$ cat src/rtl/addr_dec_pkg.sv
package addr_dec_pkg;

    localparam int ADDR_W  = 32;
    localparam int NUM_RGN = 10;
    localparam int RGN_W   = $clog2(NUM_RGN);

    // region indices, also the bit positions of the one-hot select
    localparam int RG_XFLASH  = 0;
    localparam int RG_XSRAM   = 1;
    localparam int RG_PERIPH  = 2;
    localparam int RG_ROM0    = 3;
    localparam int RG_ROM1    = 4;
    localparam int RG_SRAM0   = 5;
    localparam int RG_SRAM1   = 6;
    localparam int RG_SRAM2   = 7;
    localparam int RG_RTCFAST = 8;
    localparam int RG_RTCSLOW = 9;

    localparam logic [1:0] SZ_WORD = 2'd2;
    localparam logic [1:0] SZ_BAD  = 2'd3;

    typedef struct packed {
        logic [ADDR_W-1:0] lo;
        logic [ADDR_W-1:0] hi;
        logic [RGN_W-1:0]  rgn;
    } win_t;

    typedef enum logic [1:0] {
        V_SELECT,
        V_DECERR,
        V_MISALIGN
    } verdict_t;

    localparam int DBUS_N = 8;
    localparam int IBUS_N = 6;

    localparam win_t [DBUS_N-1:0] DBUS_WIN = '{
        '{32'h3F40_0000, 32'h3F7F_FFFF, RGN_W'(RG_XFLASH)},
        '{32'h3F80_0000, 32'h3FBF_FFFF, RGN_W'(RG_XSRAM)},
        '{32'h3FF0_0000, 32'h3FF7_FFFF, RGN_W'(RG_PERIPH)},
        '{32'h3FF8_0000, 32'h3FF8_1FFF, RGN_W'(RG_RTCFAST)},
        '{32'h3FF9_0000, 32'h3FF9_FFFF, RGN_W'(RG_ROM1)},
        '{32'h3FFA_E000, 32'h3FFD_FFFF, RGN_W'(RG_SRAM2)},
        '{32'h3FFE_0000, 32'h3FFF_FFFF, RGN_W'(RG_SRAM1)},
        '{32'h5000_0000, 32'h5000_1FFF, RGN_W'(RG_RTCSLOW)}
    };

    localparam win_t [IBUS_N-1:0] IBUS_WIN = '{
        '{32'h4000_0000, 32'h4005_FFFF, RGN_W'(RG_ROM0)},
        '{32'h4007_0000, 32'h4009_FFFF, RGN_W'(RG_SRAM0)},
        '{32'h400A_0000, 32'h400B_FFFF, RGN_W'(RG_SRAM1)},
        '{32'h400C_0000, 32'h400C_1FFF, RGN_W'(RG_RTCFAST)},
        '{32'h400C_2000, 32'h40BF_FFFF, RGN_W'(RG_XFLASH)},
        '{32'h5000_0000, 32'h5000_1FFF, RGN_W'(RG_RTCSLOW)}
    };

endpackage

$ cat src/rtl/addr_window_match.sv
module addr_window_match
    import addr_dec_pkg::*;
#(
    parameter int            N   = 1,
    parameter win_t [N-1:0]  WIN = '0
) (
    input  logic [ADDR_W-1:0] addr,
    output logic              hit,
    output logic [RGN_W-1:0]  rgn,
    output logic [ADDR_W-1:0] base
);

    logic [N-1:0] in_win;

    // one range comparator per window; windows are disjoint
    generate
        for (genvar g = 0; g < N; g++) begin : g_cmp
            assign in_win[g] = (addr >= WIN[g].lo) && (addr <= WIN[g].hi);
        end
    endgenerate

    always_comb begin
        hit  = |in_win;
        rgn  = '0;
        base = '0;
        for (int i = 0; i < N; i++) begin
            if (in_win[i]) begin
                rgn  = WIN[i].rgn;
                base = WIN[i].lo;
            end
        end
    end

endmodule

$ cat src/rtl/addr_access_check.sv
module addr_access_check
    import addr_dec_pkg::*;
(
    input  logic               ibus,
    input  logic               core,
    input  logic               wr,
    input  logic [1:0]         size,
    input  logic [ADDR_W-1:0]  addr,
    input  logic               d_hit,
    input  logic [RGN_W-1:0]   d_rgn,
    input  logic [ADDR_W-1:0]  d_base,
    input  logic               i_hit,
    input  logic [RGN_W-1:0]   i_rgn,
    input  logic [ADDR_W-1:0]  i_base,
    output logic [NUM_RGN-1:0] sel,
    output logic [ADDR_W-1:0]  offset,
    output logic               dec_err,
    output logic               misalign
);

    logic              hit;
    logic [RGN_W-1:0]  rgn;
    logic [ADDR_W-1:0] base;
    verdict_t          verdict;

    assign hit  = ibus ? i_hit  : d_hit;
    assign rgn  = ibus ? i_rgn  : d_rgn;
    assign base = ibus ? i_base : d_base;

    // ordered rule chain: size code, alignment, window, core, write
    always_comb begin
        if (size == SZ_BAD)
            verdict = V_DECERR;
        else if (ibus && ((addr[1:0] != 2'b00) || (size != SZ_WORD)))
            verdict = V_MISALIGN;
        else if (!hit)
            verdict = V_DECERR;
        else if (core && (rgn == RGN_W'(RG_RTCFAST)))
            verdict = V_DECERR;
        else if (wr && (rgn == RGN_W'(RG_XFLASH)))
            verdict = V_DECERR;
        else
            verdict = V_SELECT;
    end

    always_comb begin
        sel      = '0;
        offset   = '0;
        dec_err  = 1'b0;
        misalign = 1'b0;
        unique case (verdict)
            V_SELECT: begin
                sel    = NUM_RGN'(1) << rgn;
                offset = addr - base;
            end
            V_DECERR:   dec_err  = 1'b1;
            V_MISALIGN: misalign = 1'b1;
            default:    dec_err  = 1'b1;
        endcase
    end

endmodule

$ cat src/rtl/sys_addr_decoder.sv
module sys_addr_decoder
    import addr_dec_pkg::*;
(
    input  logic               clk,
    input  logic               rst,
    input  logic               req_valid,
    input  logic               req_core,
    input  logic               req_ibus,
    input  logic               req_write,
    input  logic [1:0]         req_size,
    input  logic [ADDR_W-1:0]  req_addr,
    output logic               rsp_valid,
    output logic [NUM_RGN-1:0] rsp_sel,
    output logic [ADDR_W-1:0]  rsp_offset,
    output logic               rsp_dec_err,
    output logic               rsp_misalign
);

    typedef enum logic {ST_IDLE, ST_RESP} rsp_state_t;

    rsp_state_t         state_q, state_d;
    logic               d_hit, i_hit;
    logic [RGN_W-1:0]   d_rgn, i_rgn;
    logic [ADDR_W-1:0]  d_base, i_base;
    logic [NUM_RGN-1:0] c_sel;
    logic [ADDR_W-1:0]  c_off;
    logic               c_err, c_mis;

    addr_window_match #(.N(DBUS_N), .WIN(DBUS_WIN)) u_dbus_match (
        .addr (req_addr),
        .hit  (d_hit),
        .rgn  (d_rgn),
        .base (d_base)
    );

    addr_window_match #(.N(IBUS_N), .WIN(IBUS_WIN)) u_ibus_match (
        .addr (req_addr),
        .hit  (i_hit),
        .rgn  (i_rgn),
        .base (i_base)
    );

    addr_access_check u_check (
        .ibus     (req_ibus),
        .core     (req_core),
        .wr       (req_write),
        .size     (req_size),
        .addr     (req_addr),
        .d_hit    (d_hit),
        .d_rgn    (d_rgn),
        .d_base   (d_base),
        .i_hit    (i_hit),
        .i_rgn    (i_rgn),
        .i_base   (i_base),
        .sel      (c_sel),
        .offset   (c_off),
        .dec_err  (c_err),
        .misalign (c_mis)
    );

    always_comb begin
        unique case (state_q)
            ST_IDLE: state_d = req_valid ? ST_RESP : ST_IDLE;
            ST_RESP: state_d = req_valid ? ST_RESP : ST_IDLE;
            default: state_d = ST_IDLE;
        endcase
    end

    // state register
    always_ff @(posedge clk) begin
        if (rst) state_q <= ST_IDLE;
        else     state_q <= state_d;
    end

    // output register
    always_ff @(posedge clk) begin
        if (rst || !req_valid) begin
            rsp_sel      <= '0;
            rsp_offset   <= '0;
            rsp_dec_err  <= 1'b0;
            rsp_misalign <= 1'b0;
        end else begin
            rsp_sel      <= c_sel;
            rsp_offset   <= c_off;
            rsp_dec_err  <= c_err;
            rsp_misalign <= c_mis;
        end
    end

    assign rsp_valid = (state_q == ST_RESP);

endmodule

$ cat config.mk
export PLATFORM = sky130hd
export DESIGN_NAME = sys_addr_decoder
export DESIGN_NICKNAME = d
export VERILOG_FILES = /design/src/rtl/addr_dec_pkg.sv /design/src/rtl/addr_window_match.sv /design/src/rtl/addr_access_check.sv /design/src/rtl/sys_addr_decoder.sv
export SDC_FILE = /design/constraint.sdc
export NUM_CORES = 1
export LEC_CHECK = 0
export ABC_AREA = 1
export BUFFER_PORTS_ARGS = -buffer_cell sky130_fd_sc_hd__buf_4
export CORE_AREA = 3 3 106 108
export DETAILED_ROUTE_END_ITERATION = 7
export DIE_AREA = 0 0 109 111
export GPL_TIMING_DRIVEN = 1
export PLACE_DENSITY = 0.51
export SLEW_MARGIN = 20
export SYNTH_ARGS = -nofsm -noshare
export SYNTH_HDL_FRONTEND = slang
export SYNTH_SLANG_ARGS = --single-unit
$ cat constraint.sdc
create_clock -name clk -period 4.4 [get_ports clk]
set_input_delay 0.22 -clock clk [delete_from_list [all_inputs] [get_ports clk]]
set_output_delay 0.22 -clock clk [all_outputs]
set_load 0.05 [all_outputs]
==> results of run 1 <==
-- cell usage in the layout, fill, tap and decap left out, types with 2 or more instances in the layout --
master / Yosys / layout
nand2_1: 89 / 89
buf_4: 0 / 84
inv_1: 51 / 51
nor2_1: 50 / 50
dfxtp_1: 45 / 45
nor2_2: 27 / 27
nand3_1: 26 / 26
a21oi_1: 25 / 25
ha_1: 18 / 18
o21ai_0: 16 / 16
nor3_1: 13 / 13
nand4_1: 11 / 11
xnor2_1: 7 / 7
nand3_2: 6 / 6
a21oi_2: 6 / 6
inv_2: 5 / 5
nand2_2: 5 / 5
nor4_1: 5 / 5
clkbuf_8: 0 / 5
o21ai_1: 4 / 4
xor2_1: 4 / 4
nor2_4: 3 / 3
nand2_4: 3 / 3
a31oi_1: 3 / 3
a21o_1: 3 / 3
o22ai_1: 2 / 2
o31ai_1: 2 / 2
o21bai_1: 2 / 2
-- path summary, 6_finish.rpt --
path / start / endpoint / slack [ns] / depth (start not counted)
min: rst / rsp_misalign$_SDFF_PP0_ / 0.1 / 2
max: req_addr[31] / rsp_offset[30]$_SDFF_PP0_ / 0.83 / 24
-- through the flow --
step           util, %  area, µm²  hold WS [ns]  power, mW  setup WS (ns)
5_1_grt           38.4       3960        0.0947       1.10          0.418
2_1_floorplan        -       3090         0.298      0.649           1.40
4_1_cts           38.4       3960        0.0853       1.06          0.887
3_3_place_gp      37.4       3860         0.396      0.751          0.571
6_report          38.4       3960        0.0954       1.04          0.832
3_5_place_dp      37.4       3860         0.401      0.751          0.564
-- registers in the layout (all words and copies together) (netlist names) --
register,count
rsp_dec_err,1
rsp_misalign,1
rsp_offset,32
rsp_sel,10
rsp_valid,1
-- Yosys cell counts (2+ instances only) --
cell type and instances:
nor2_4 3, inv_2 5, nand3_1 26, nand4_1 11, nand2_2 5, nand2_4 3
nor4_1 5, nor2_1 50, ha_1 18, nor3_1 13, o21ai_0 16, dfxtp_1 45
nor2_2 27, inv_1 51, o21bai_1 2, nand2_1 89, xnor2_1 7, a21oi_2 6
o22ai_1 2, buf_6 3, a21oi_1 25, a21o_1 3, o31ai_1 2, o21ai_1 4
xor2_1 4, nand3_2 6, a31oi_1 3
-- cells by family (layout without fill, tap and decap cells) --
family | after synthesis | count (layout) | synth area share (%)
XOR/XNOR | 11 | 11 | 3.11
AND/OR/NAND/NOR | 242 | 242 | 38.6
flip-flops | 45 | 45 | 29.1
AO/OA/AOI/OAI | 68 | 68 | 13.0
adder cells (fa/ha/maj) | 19 | 19 | 7.93
buffers and inverters | 61 | 148 | 8.25
-- per-layer routing --
metal  track usage (%)  part of all wire (%)  vias to the layer above  wire, µm
li1                  -                     -                     1638         -
met1              22.5                    49                     1425      4590
met2              24.6                    45                       80      4230
met3              1.92                   5.3                        6       500
met4              4.38                   1.0                        0        95
met5                 0                     0                        -         0
-- final cells by class --
cell class	count	share of cell area, %
clock buffer	5	1.74
clock inverter	2	0.885
inverter	57	5.47
multi-input combinational	340	48.9
sequential	45	22.7
tap	136	4.30
timing repair buffer	84	15.9
-- report_power, final --
part	leakage (nW)	total (mW)	switching (mW)	internal (mW)
Clock	0.0540	0.301	0.136	0.165
Sequential	0.364	0.420	0.00285	0.417
Combinational	1.51	0.321	0.209	0.112
Total	1.92	1.04	0.348	0.694
==> results list, run 1 <==
- Mean instance size in the synthesized netlist: 6.94 µm²
- Post-synthesis instance total: 446
- The first global-routing pass estimated 15200 µm of wire.
- Period utilisation layout: 81.1%
- Unique cell type count in the Yosys netlist: 39
* Placed Instances: 662
- Longest Clk Path Bufs: 2
* Number of placed I/O pins: 85
* Net count reported at finish: 592
- Cell Area, Synth: 3090 µm²
* Antenna violations before repair: 0
- Sequential cells were found to cover 29.1% of the synthesized design area.
* Delay of the slowest critical-path stage: 0.58 ns
- The critical path is of the in -> reg type.
* Number of global-route vias before repair: 3084
* Total Routing Usage GR: 15.7%
- Unrepaired setup endpoints after global routing: no
- Number of iterations in the first detailed-routing pass: 4
- Entering global routing, the biggest net connects 31 pins.
- Summed over all layers, the global routing overflow is 0.
- Post-detailed-placement half-perimeter wirelength: 8110 µm
- Register area: 901 µm²
- Proportion of netlist area held by the largest area contributor: 29.1%
- The post-route netlist has 28.3% of its cells at a drive strength greater than 1.
- By area the synthesized netlist is led by dfxtp_1 (29%), nand2_1 (11%), ha_1 (7.3%).
- Die width: 109 µm
* Maximum achievable frequency: 280 MHz
* Asr flop ratio synth: 0%
- Post-CTS repair changed the size of 0 cells.
- Area of the core region: 10300 µm²
- In this run the clock root is driven by a clkbuf_8.
* Critical Path End Type: flop
* Total area of multi-input combinational cells: 1940 µm²
- Required arrival time at the worst endpoint: 4.64 ns
- The final max-slew violation count is 0.
- Clock tree synthesis inserted a total of 5 buffers.
- Vias: 3149
* Maximum fanout along the worst path: 6
* Outcome: completed
* Number of buffers added on ports: 84
- For this run, the number of standard cells in the final layout without fillers is 669.
* Remaining max-slew budget at the tightest pin: 51.3%
- Across the VDD grid, the largest voltage drop is 98.1 µV.
- For this run, design rule violations remaining after detail routing come to 0.
- The synthesized design spends more area on one cell type than any other, namely dfxtp_1.
* Largest delay contributor family on the critical path: compound AO/OA/AOI/OAI gates
- After detailed routing, the number of vias per cell comes to 4.71.
- FP Rows: 37
- Final weighted congestion of routability-driven global placement: 0.921
* Yosys reg bits: 45
- Worst Tran Pin Value: 0.722 ns
- Relative area change from synthesis to final layout: 28.0%
- EDFF count, synth: 0
- Starting density of the core: 30.0%
* Clk slew on worst S/H paths: 0.09 ns
- Count of maximum capacitance violations: 0
- Among the stages of the critical path, the cell type that occurs most often is nand2_1.
* Post-CTS Hold Buffers: 0
* Die Height: 111 µm
* Worst-path cell chain: buf_4 > inv_2 > nand2_4 > nor2_4 > nand2_2 > nor2_1 > nor2_1 > nand3_2 > nand2_1 > nor2_1 > nand2_1 > a31o_2 > o21ai_0 > ha_1 > a21oi_1 > o21ai_0 > a21oi_1 > and2_1 > o21ai_0 > nand3_1 > nand2_1 > nand2_1 > nand2_1 > nor2_1
- Pwr dens: 263 nW/µm²
- Subtracting the final worst setup slack from the clock period gives 3.57 ns.
* Routed wire per std cell: 14.1 µm
- TritonCTS built the clock tree.
- Critical path's slowest cell: o21ai_0
- Wire length reported by the detailed router: 9420 µm
* Buffer count from post-CTS setup fixing: 0
- The repair_antennas step left the layout with diodes totalling 0.
- Adding up every negative setup slack in the final design gives 0 ns.
- The H-tree was split into 2 levels.
* TritonCTS sink count: 45
- The Yosys step of the flow raised 0 warnings.
- The filler cells instantiated in the layout total 1151.
* Number of design-rule violations left by the first detailed-router iteration: 170
* Leakage power summed over all cells: 1.92 nW
* Setup crit start kind: primary input
- Total Die Area: 12100 µm²
- Synth Net Count: 505
- Final-report setup violation count: 0
* Worst path buffer plus inverter count: 2
- Synth Flop Type: dfxtp_1
* Worst path arrival time: 3.81 ns
- Number of nets with antenna violations after routing: 0
- The number of endpoints with negative hold slack in the final report was 0.
- The min-delay analysis places its worst path in the category in -> reg.
Note: power is estimated with default switching activity, not from simulation.
==> run 2, diff against run 1 <==
==> constraint.sdc (replaced) <==
create_clock -name clk -period 3.45 [get_ports clk]
set_input_delay 0.1725 -clock clk [delete_from_list [all_inputs] [get_ports clk]]
set_output_delay 0.1725 -clock clk [all_outputs]
set_load 0.05 [all_outputs]
==> run 2 against run 1 <==
Effect of this change:
- final cell count grew 4.8%
- routed wire length grew 1.1%
- hold slack lost 0.064 ns
- largest power group unchanged
- core utilization grew 2.3 points
- global-route usage grew 0.13 points
==> results list, run 2 (synthesis results as in run 1) <==
- Wire length of the first global-routing pass: 15400 µm
- The kind of cell with the highest combined delay along the critical path is compound AO/OA/AOI/OAI gates.
- The worst-case IR drop observed on VDD is 181 µV.
* Final cell area excluding filler cells: 4200 µm²
* Cell area reported after detailed placement: 4090 µm²
- During I/O placement, the number of pins put on the boundary was 85.
* Final-report setup violation count: 0
* Final critical delay including setup and external delays: 3.23 ns
- Before antenna repair, the detailed router went through 5 iterations.
* Worst-path cell chain: buf_4 > inv_2 > nand2_1 > nor2_1 > nand2_1 > nand2_2 > inv_4 > nand3_1 > o211ai_1 > o31ai_2 > ha_1 > inv_1 > fa_1 > nand3_1 > nand2_1 > a21oi_1 > o21bai_2 > nand2_1 > nand2_1 > nand2_1 > nand2_1 > a21oi_1 > o21bai_1 > a21oi_2
* Gates resized, CTS repair: 0
- The tool flagged a number of max-cap violations equal to 0.
* Largest registers in the final layout: rsp_offset x32, rsp_sel x10
- Ranked by flip-flop count, first place goes to rsp_offset.
* Buffer type at the clock tree root: clkbuf_8
- Worst Tran Pin Value: 0.506 ns
- Number of design-rule violations left by the first detailed-router iteration: 161
- Global routing consumed, over all layers together, 15.9% of the routing resources.
- The critical path contains buffers and inverters numbering 4 combined.
- Max H-tree Level: 2
* Vias/cell: 4.67
- Counting stages on the worst path, the most repeated cell is nand2_1.
- Detailed placement finished with a half-perimeter wire length of 8180 µm.
- The count of nets left with antenna violations once routing finished came out at 0.
- 0 antenna diodes ended up in the layout.
- Hold/Removal Path Class: in -> reg
* Net count reported at finish: 623
* Starting density of the core: 30.0%
- Maximum achievable frequency: 309 MHz
- The register with the most flip-flops in the layout has 32 of them.
- At the end of routability-driven placement, the weighted congestion stood at 0.930.
- Required arrival time at the worst endpoint: 3.68 ns
- Unrepaired setup endpoints after global routing: yes
- Clock-pin slew was measured on the worst setup and hold paths at 0.09 ns.
- Vias: 3276
* Pin count of the biggest net entering global routing: 31
* Final routed DRC violation total: 0
* Hold violation total from the final report: 0
- Start-to-end type of the worst setup path: in -> reg
- The largest individual stage delay along the critical path comes from the cell fa_1.
- The floorplan step set the die height to 111 µm.
* Buffer count from post-CTS setup fixing: 0
- The die is 109 µm wide.
* Setup total negative slack: 0 ns
- Area of the core region: 10300 µm²
- TritonCTS sink count: 45
- Summed over all layers, the routed wires come to 9530 µm.
- The initialized floorplan defines 37 standard-cell rows.
- Longest Clk Path Bufs: 2
- Maximum fanout along the worst path: 6
- The number of antenna violations at the first check in global routing was 0.
* Number of global-route vias before repair: 3171
* Highest-count cells in the layout ignoring fill and taps: buf_4 (115), nand2_1 (89), inv_1 (51)
- STA classifies the critical path startpoint as a primary input.
- Leaving out fill and tap cells, the most frequent cell in the layout is buf_4.
- CTS tree: built
- Of the available clock period, the critical path in the final layout requires 93.7%.
* Final core utilization: 40.6%
- Clock buffer count from CTS: 5
* Post-CTS Hold Buffers: 0
- STA puts the critical path data arrival time at 3.46 ns.
* Outcome: completed
* Delay of the slowest critical-path stage: 0.39 ns
- The die covers 12100 µm².
- Dividing the detail-routed wire length by the instance count gives 13.6 µm.
- Relative area change from synthesis to final layout: 35.6%
* Leakage power summed over all cells: 2.06 nW
- Count of pins over their slew limit: 0
- In this run the power density over the cells is 312 nW/µm².
- The count of buffers added on input and output ports is 84.
* Remaining max-slew budget at the tightest pin: 66.3%
- Aggregate global routing overflow: 0
- STA classifies the critical path endpoint as a flop.
- Share of cells above drive strength 1: 32.9%
## run 2: final timing paths
path	from	cells past startpoint	endpoint	slack [ns]
setup / recovery	req_addr[31]	24	rsp_offset[31]$_SDFF_PP0_	0.22
hold / removal	rst	2	rsp_misalign$_SDFF_PP0_	0.03
## run 2: per-stage QoR
stage / worst slack (ns) / cells / hold WS (ns) / total power, mW
floorplan: 0.498 / 446 / 0.250 / 0.827
global placement: -0.330 / 693 / 0.348 / 0.988
detailed placement: -0.176 / 693 / 0.349 / 0.986
CTS: 0.117 / 701 / 0.0204 / 1.33
global route: -0.121 / 701 / 0.0315 / 1.39
finish: 0.217 / 701 / 0.0319 / 1.31
## run 2: metal layers
| layer | share of wire, % | track usage (%) | routed length [µm] |
|---|---|---|---|
| met1 | 48 | 22.3 | 4620 |
| met2 | 45 | 25.8 | 4300 |
| met3 | 4.7 | 1.51 | 451 |
| met4 | 1.7 | 3.87 | 158 |
| met5 | 0 | 0 | 0 |
## run 2: area by class of cell
| cell class | count | area [µm²] |
|---|---|---|
| flip-flops and latches | 45 | 901 |
| multi-input cells | 340 | 1950 |
| inverters | 57 | 216 |
| fillers | 1113 | 6130 |
| well taps | 136 | 170 |
| clock buffers | 5 | 68.8 |
| repair buffers | 115 | 863 |
| clock inverters | 3 | 21.3 |
## run 2: report_power, final
| part | switching [mW] | leakage (nW) | internal [mW] |
|---|---|---|---|
| sequential | 0.00346 | 0.364 | 0.532 |
| clock | 0.189 | 0.0445 | 0.144 |
| combinational | 0.272 | 1.66 | 0.168 |
| total | 0.465 | 2.06 | 0.844 |
==> run 3, diff against run 2 <==
--- a/config.mk
+++ b/config.mk
@@ -7,12 +7,14 @@
 export LEC_CHECK = 0
 export ABC_AREA = 1
 export BUFFER_PORTS_ARGS = -buffer_cell sky130_fd_sc_hd__buf_4
-export CORE_AREA = 3 3 106 108
+export CORE_AREA = 3 3 146 148
 export DETAILED_ROUTE_END_ITERATION = 7
-export DIE_AREA = 0 0 109 111
+export DIE_AREA = 0 0 149 151
 export GPL_TIMING_DRIVEN = 1
-export PLACE_DENSITY = 0.51
+export PLACE_DENSITY = 0.48
 export SLEW_MARGIN = 20
 export SYNTH_ARGS = -nofsm -noshare
 export SYNTH_HDL_FRONTEND = slang
+export SYNTH_HIERARCHICAL = 1
 export SYNTH_SLANG_ARGS = --single-unit
+export TNS_END_PERCENT = 20
==> run 3 against run 2 <==
Effect of this change:
- synthesized cell count up 130%
- count of clock-buffer cells in the layout rose by 2
- final cell count grew 98%
- clock power is 64% higher
- total power is 39% higher
- largest cell class unchanged
==> results list, run 3 <==
- The run finished with clean final reports.
- Sorting the synthesized cells by area gives the leading types as nand2_1 (19%), dfxtp_1 (15%), inv_1 (13%).
* Critical Path End Type: flop
- Register with the most flip-flops: rsp_offset
- Largest registers in the final layout: rsp_offset x32, rsp_sel x10
* Remaining max-slew budget at the tightest pin: 49.3%
- For this run, the number of Yosys warnings is 6.
- Final-report setup violation count: 0
* Final critical delay including setup and external delays: 2.90 ns
- Relative area change from synthesis to final layout: 13.9%
- Including well taps, the total number of placed cells is 1380.
- Area of the core region: 20200 µm²
* Vias: 5624
- Timing would allow up to 345 MHz.
* CTS tree: built
- The finished cells cover 6870 µm².
- The library cell used most frequently in the layout, excluding fill and tap cells, is nand2_1.
- Pin count of the biggest net entering global routing: 46
- In this run the clock root is driven by a clkbuf_16.
- Hold/Removal Path Class: in -> reg
- Unrepaired setup endpoints after global routing: no
- Max FFs per register: 32
- Required arrival time at the worst endpoint: 3.60 ns
- Post-detailed-placement half-perimeter wirelength: 15100 µm
- TritonCTS sink count: 45
- The die is 149 µm wide.
* Wire length of the first global-routing pass: 27900 µm
* Count of fill cells added during filler insertion: 2333
- The worst hold path passes through 4 cells.
- The floorplan step set the die height to 151 µm.
- At the worst endpoint, the arrival time is 3.05 ns.
- Highest-count cells in the layout ignoring fill and taps: nand2_1 (310), inv_1 (206), nor2_1 (115)
- Number of buffers added on ports: 84
* Most frequent cells after synthesis: nand2_1 (310), inv_1 (206), nor2_1 (115), nand3_1 (52), nor2_2 (51)
- Clk slew on worst S/H paths: 0.06 ns
- Maximum ir drop on the vdd rail: 162 µV
* Number of nets with antenna violations after routing: 0
- Final weighted congestion of routability-driven global placement: 0.872
* Cell area reported after detailed placement: 6700 µm²
- The number of global-route vias before repair was 5362.
- Worst min-delay path startpoint: req_size[1]
- Counting flops and latches in the post-synthesis netlist gives 45.
- In the final timing run, aggregate negative setup slack is 0 ns.
- Count of maximum capacitance violations: 0
* Wire length reported by the detailed router: 17200 µm
- The clock passes through at most 2 buffers.
* Total Routing Usage GR: 15.5%
- The number of antenna violations at the first check in global routing is 0.
* Total Die Area: 22500 µm²
- Gates resized, CTS repair: 0
- Number of placed I/O pins: 85
- Once the clock tree was built, the setup fixing pass inserted 0 buffers.
- FP Rows: 52
- Excluding fillers, the count of instances in the completed layout stands at 1388.
- Routed wire per std cell: 12.4 µm
- Hold repair after CTS inserted 0 buffers.
- Of all nets on the critical path, the largest fanout is 7.
* Leakage power summed over all cells: 3.78 nW
* Max H-tree Level: 2
- Period utilisation layout: 84.0%
- For hold timing, the worst endpoint is rsp_misalign$_SDFF_PP0_.
- The setup path with the least slack is of type in -> reg.
- Pwr dens: 264 nW/µm²
- Sequential element share of the synthesized area: 14.9%
- Unique cell type count in the Yosys netlist: 39
* Hold violation total from the final report: 0
- Share of cells above drive strength 1: 16.6%
- Number of iterations in the first detailed-routing pass: 4
* Diodes inserted: 0
- For this run, design rule violations remaining after detail routing come to 0.
* Aggregate global routing overflow: 0
- The initial utilization of the core area, before any placement, comes to 29.9%.
- Post-synthesis instance total: 1044
- Worst Tran Pin Value: 0.759 ns
* Asr flop ratio synth: 0%
- Synth Flop Type: dfxtp_1
- The final max-slew violation count was 0.
- Of the post-synthesis cell area, the dominant cell type holds 19.3%.
- Summed over all instances, the cell type with the most area after synthesis is nand2_1.
- Cells fill 34.1% of the core in the end.
- The synthesized design contains 0 enable-type register cells.
- Clock buffer count from CTS: 5
- After detailed routing, the number of vias per cell comes to 4.05.
- STA classifies the critical path startpoint as a primary input.
- nand2_1 is the most common cell in the netlist.
- Mean instance size in the synthesized netlist: 5.78 µm²
- Cell Area, Synth: 6040 µm²
* Net count reported at finish: 1197
- Number of design-rule violations left by the first detailed-router iteration: 221
-- run 3: cell count changes after synthesis, moves of 8 or more --
cell | before | now
nor2_2 | 27 | 51
nand2_1 | 89 | 310
buf_4 | 0 | 49
mux2i_1 | 0 | 29
nand3_1 | 26 | 52
ha_1 | 18 | 39
xnor2_1 | 7 | 15
o21ai_0 | 16 | 6
inv_1 | 51 | 206
nor2_1 | 50 | 115
-- run 3: cell type report --
cell class	instances	area [µm²]	area share, %
multi-input combinational	763	4000	58.2
sequential	45	901	13.1
inverter	215	807	11.7
timing repair buffer	87	653	9.50
tap	270	338	4.92
clock buffer	7	143	2.08
clock inverter	1	30.0	0.437
-- run 3: through the flow --
stage | hold slack (ns) | power [mW] | setup WS [ns]
after detailed placement | 0.592 | 1.28 | 0.282
final | 0.290 | 1.81 | 0.550
after global placement | 0.600 | 1.29 | 0.270
after CTS | 0.296 | 1.83 | 0.575
after floorplan | 0.374 | 1.10 | 1.03
after global routing | 0.312 | 1.96 | 0.317
-- run 3: power breakdown --
group	switching, mW	internal (mW)
clock	0.183	0.361
combinational	0.487	0.255
sequential	0.00145	0.525
total	0.672	1.14
-- run 3: cells by family (layout without fill, tap and decap cells) --
kind of cell               count (synthesis)  in the layout  synth area share [%]
and+or+nand+nor                          588            588                  43.4
buffers and inverters                    273            310                  21.1
AOI/OAI and AO/OA                         51             51                  4.93
DFF                                       45             45                  14.9
adders and majority gates                 40             40                  8.42
muxes                                     29             29                  4.81
xor gates and xnor gates                  16             16                  2.32
other                                      2             39                 0.124
-- run 3: layer usage --
layer | routed length, µm | global-route usage, % | vias to the layer above
met5 | 0 | 0 | -
met4 | 330 | 4.07 | 0
met3 | 722 | 1.35 | 16
met2 | 7400 | 24.9 | 103
met1 | 8700 | 22.4 | 2332
li1 | - | - | 3173
-- run 3: worst max-delay path by stage --
| stage | start | end |
|---|---|---|
| floorplan | req_addr[31] | rsp_offset[31]$_SDFF_PP0_ |
| global placement | req_addr[30] | rsp_offset[31]$_SDFF_PP0_ |
| detailed placement | req_addr[30] | rsp_offset[31]$_SDFF_PP0_ |
| CTS | req_addr[30] | rsp_offset[31]$_SDFF_PP0_ |
| global route | req_addr[24] | rsp_offset[23]$_SDFF_PP0_ |
| finish | req_addr[30] | rsp_offset[31]$_SDFF_PP0_ |
-- run 3: worst max-delay path: stages --
cell and delay, ns:
buf_4 0.15, inv_2 0.06, nand2_2 0.08, nor2_2 0.12
nand2_2 0.08, nor2_4 0.15, nand3_2 0.12, nand2_4 0.09
inv_2 0.05, nand3_1 0.15, mux2i_1 0.10, ha_1 0.42
nand2_1 0.14, nor2_1 0.16, inv_1 0.09, nor3_1 0.34
and2_1 0.19, nand2_1 0.07, a21oi_1 0.13, nor2_1 0.06
inv_1 0.05, nor2_1 0.04
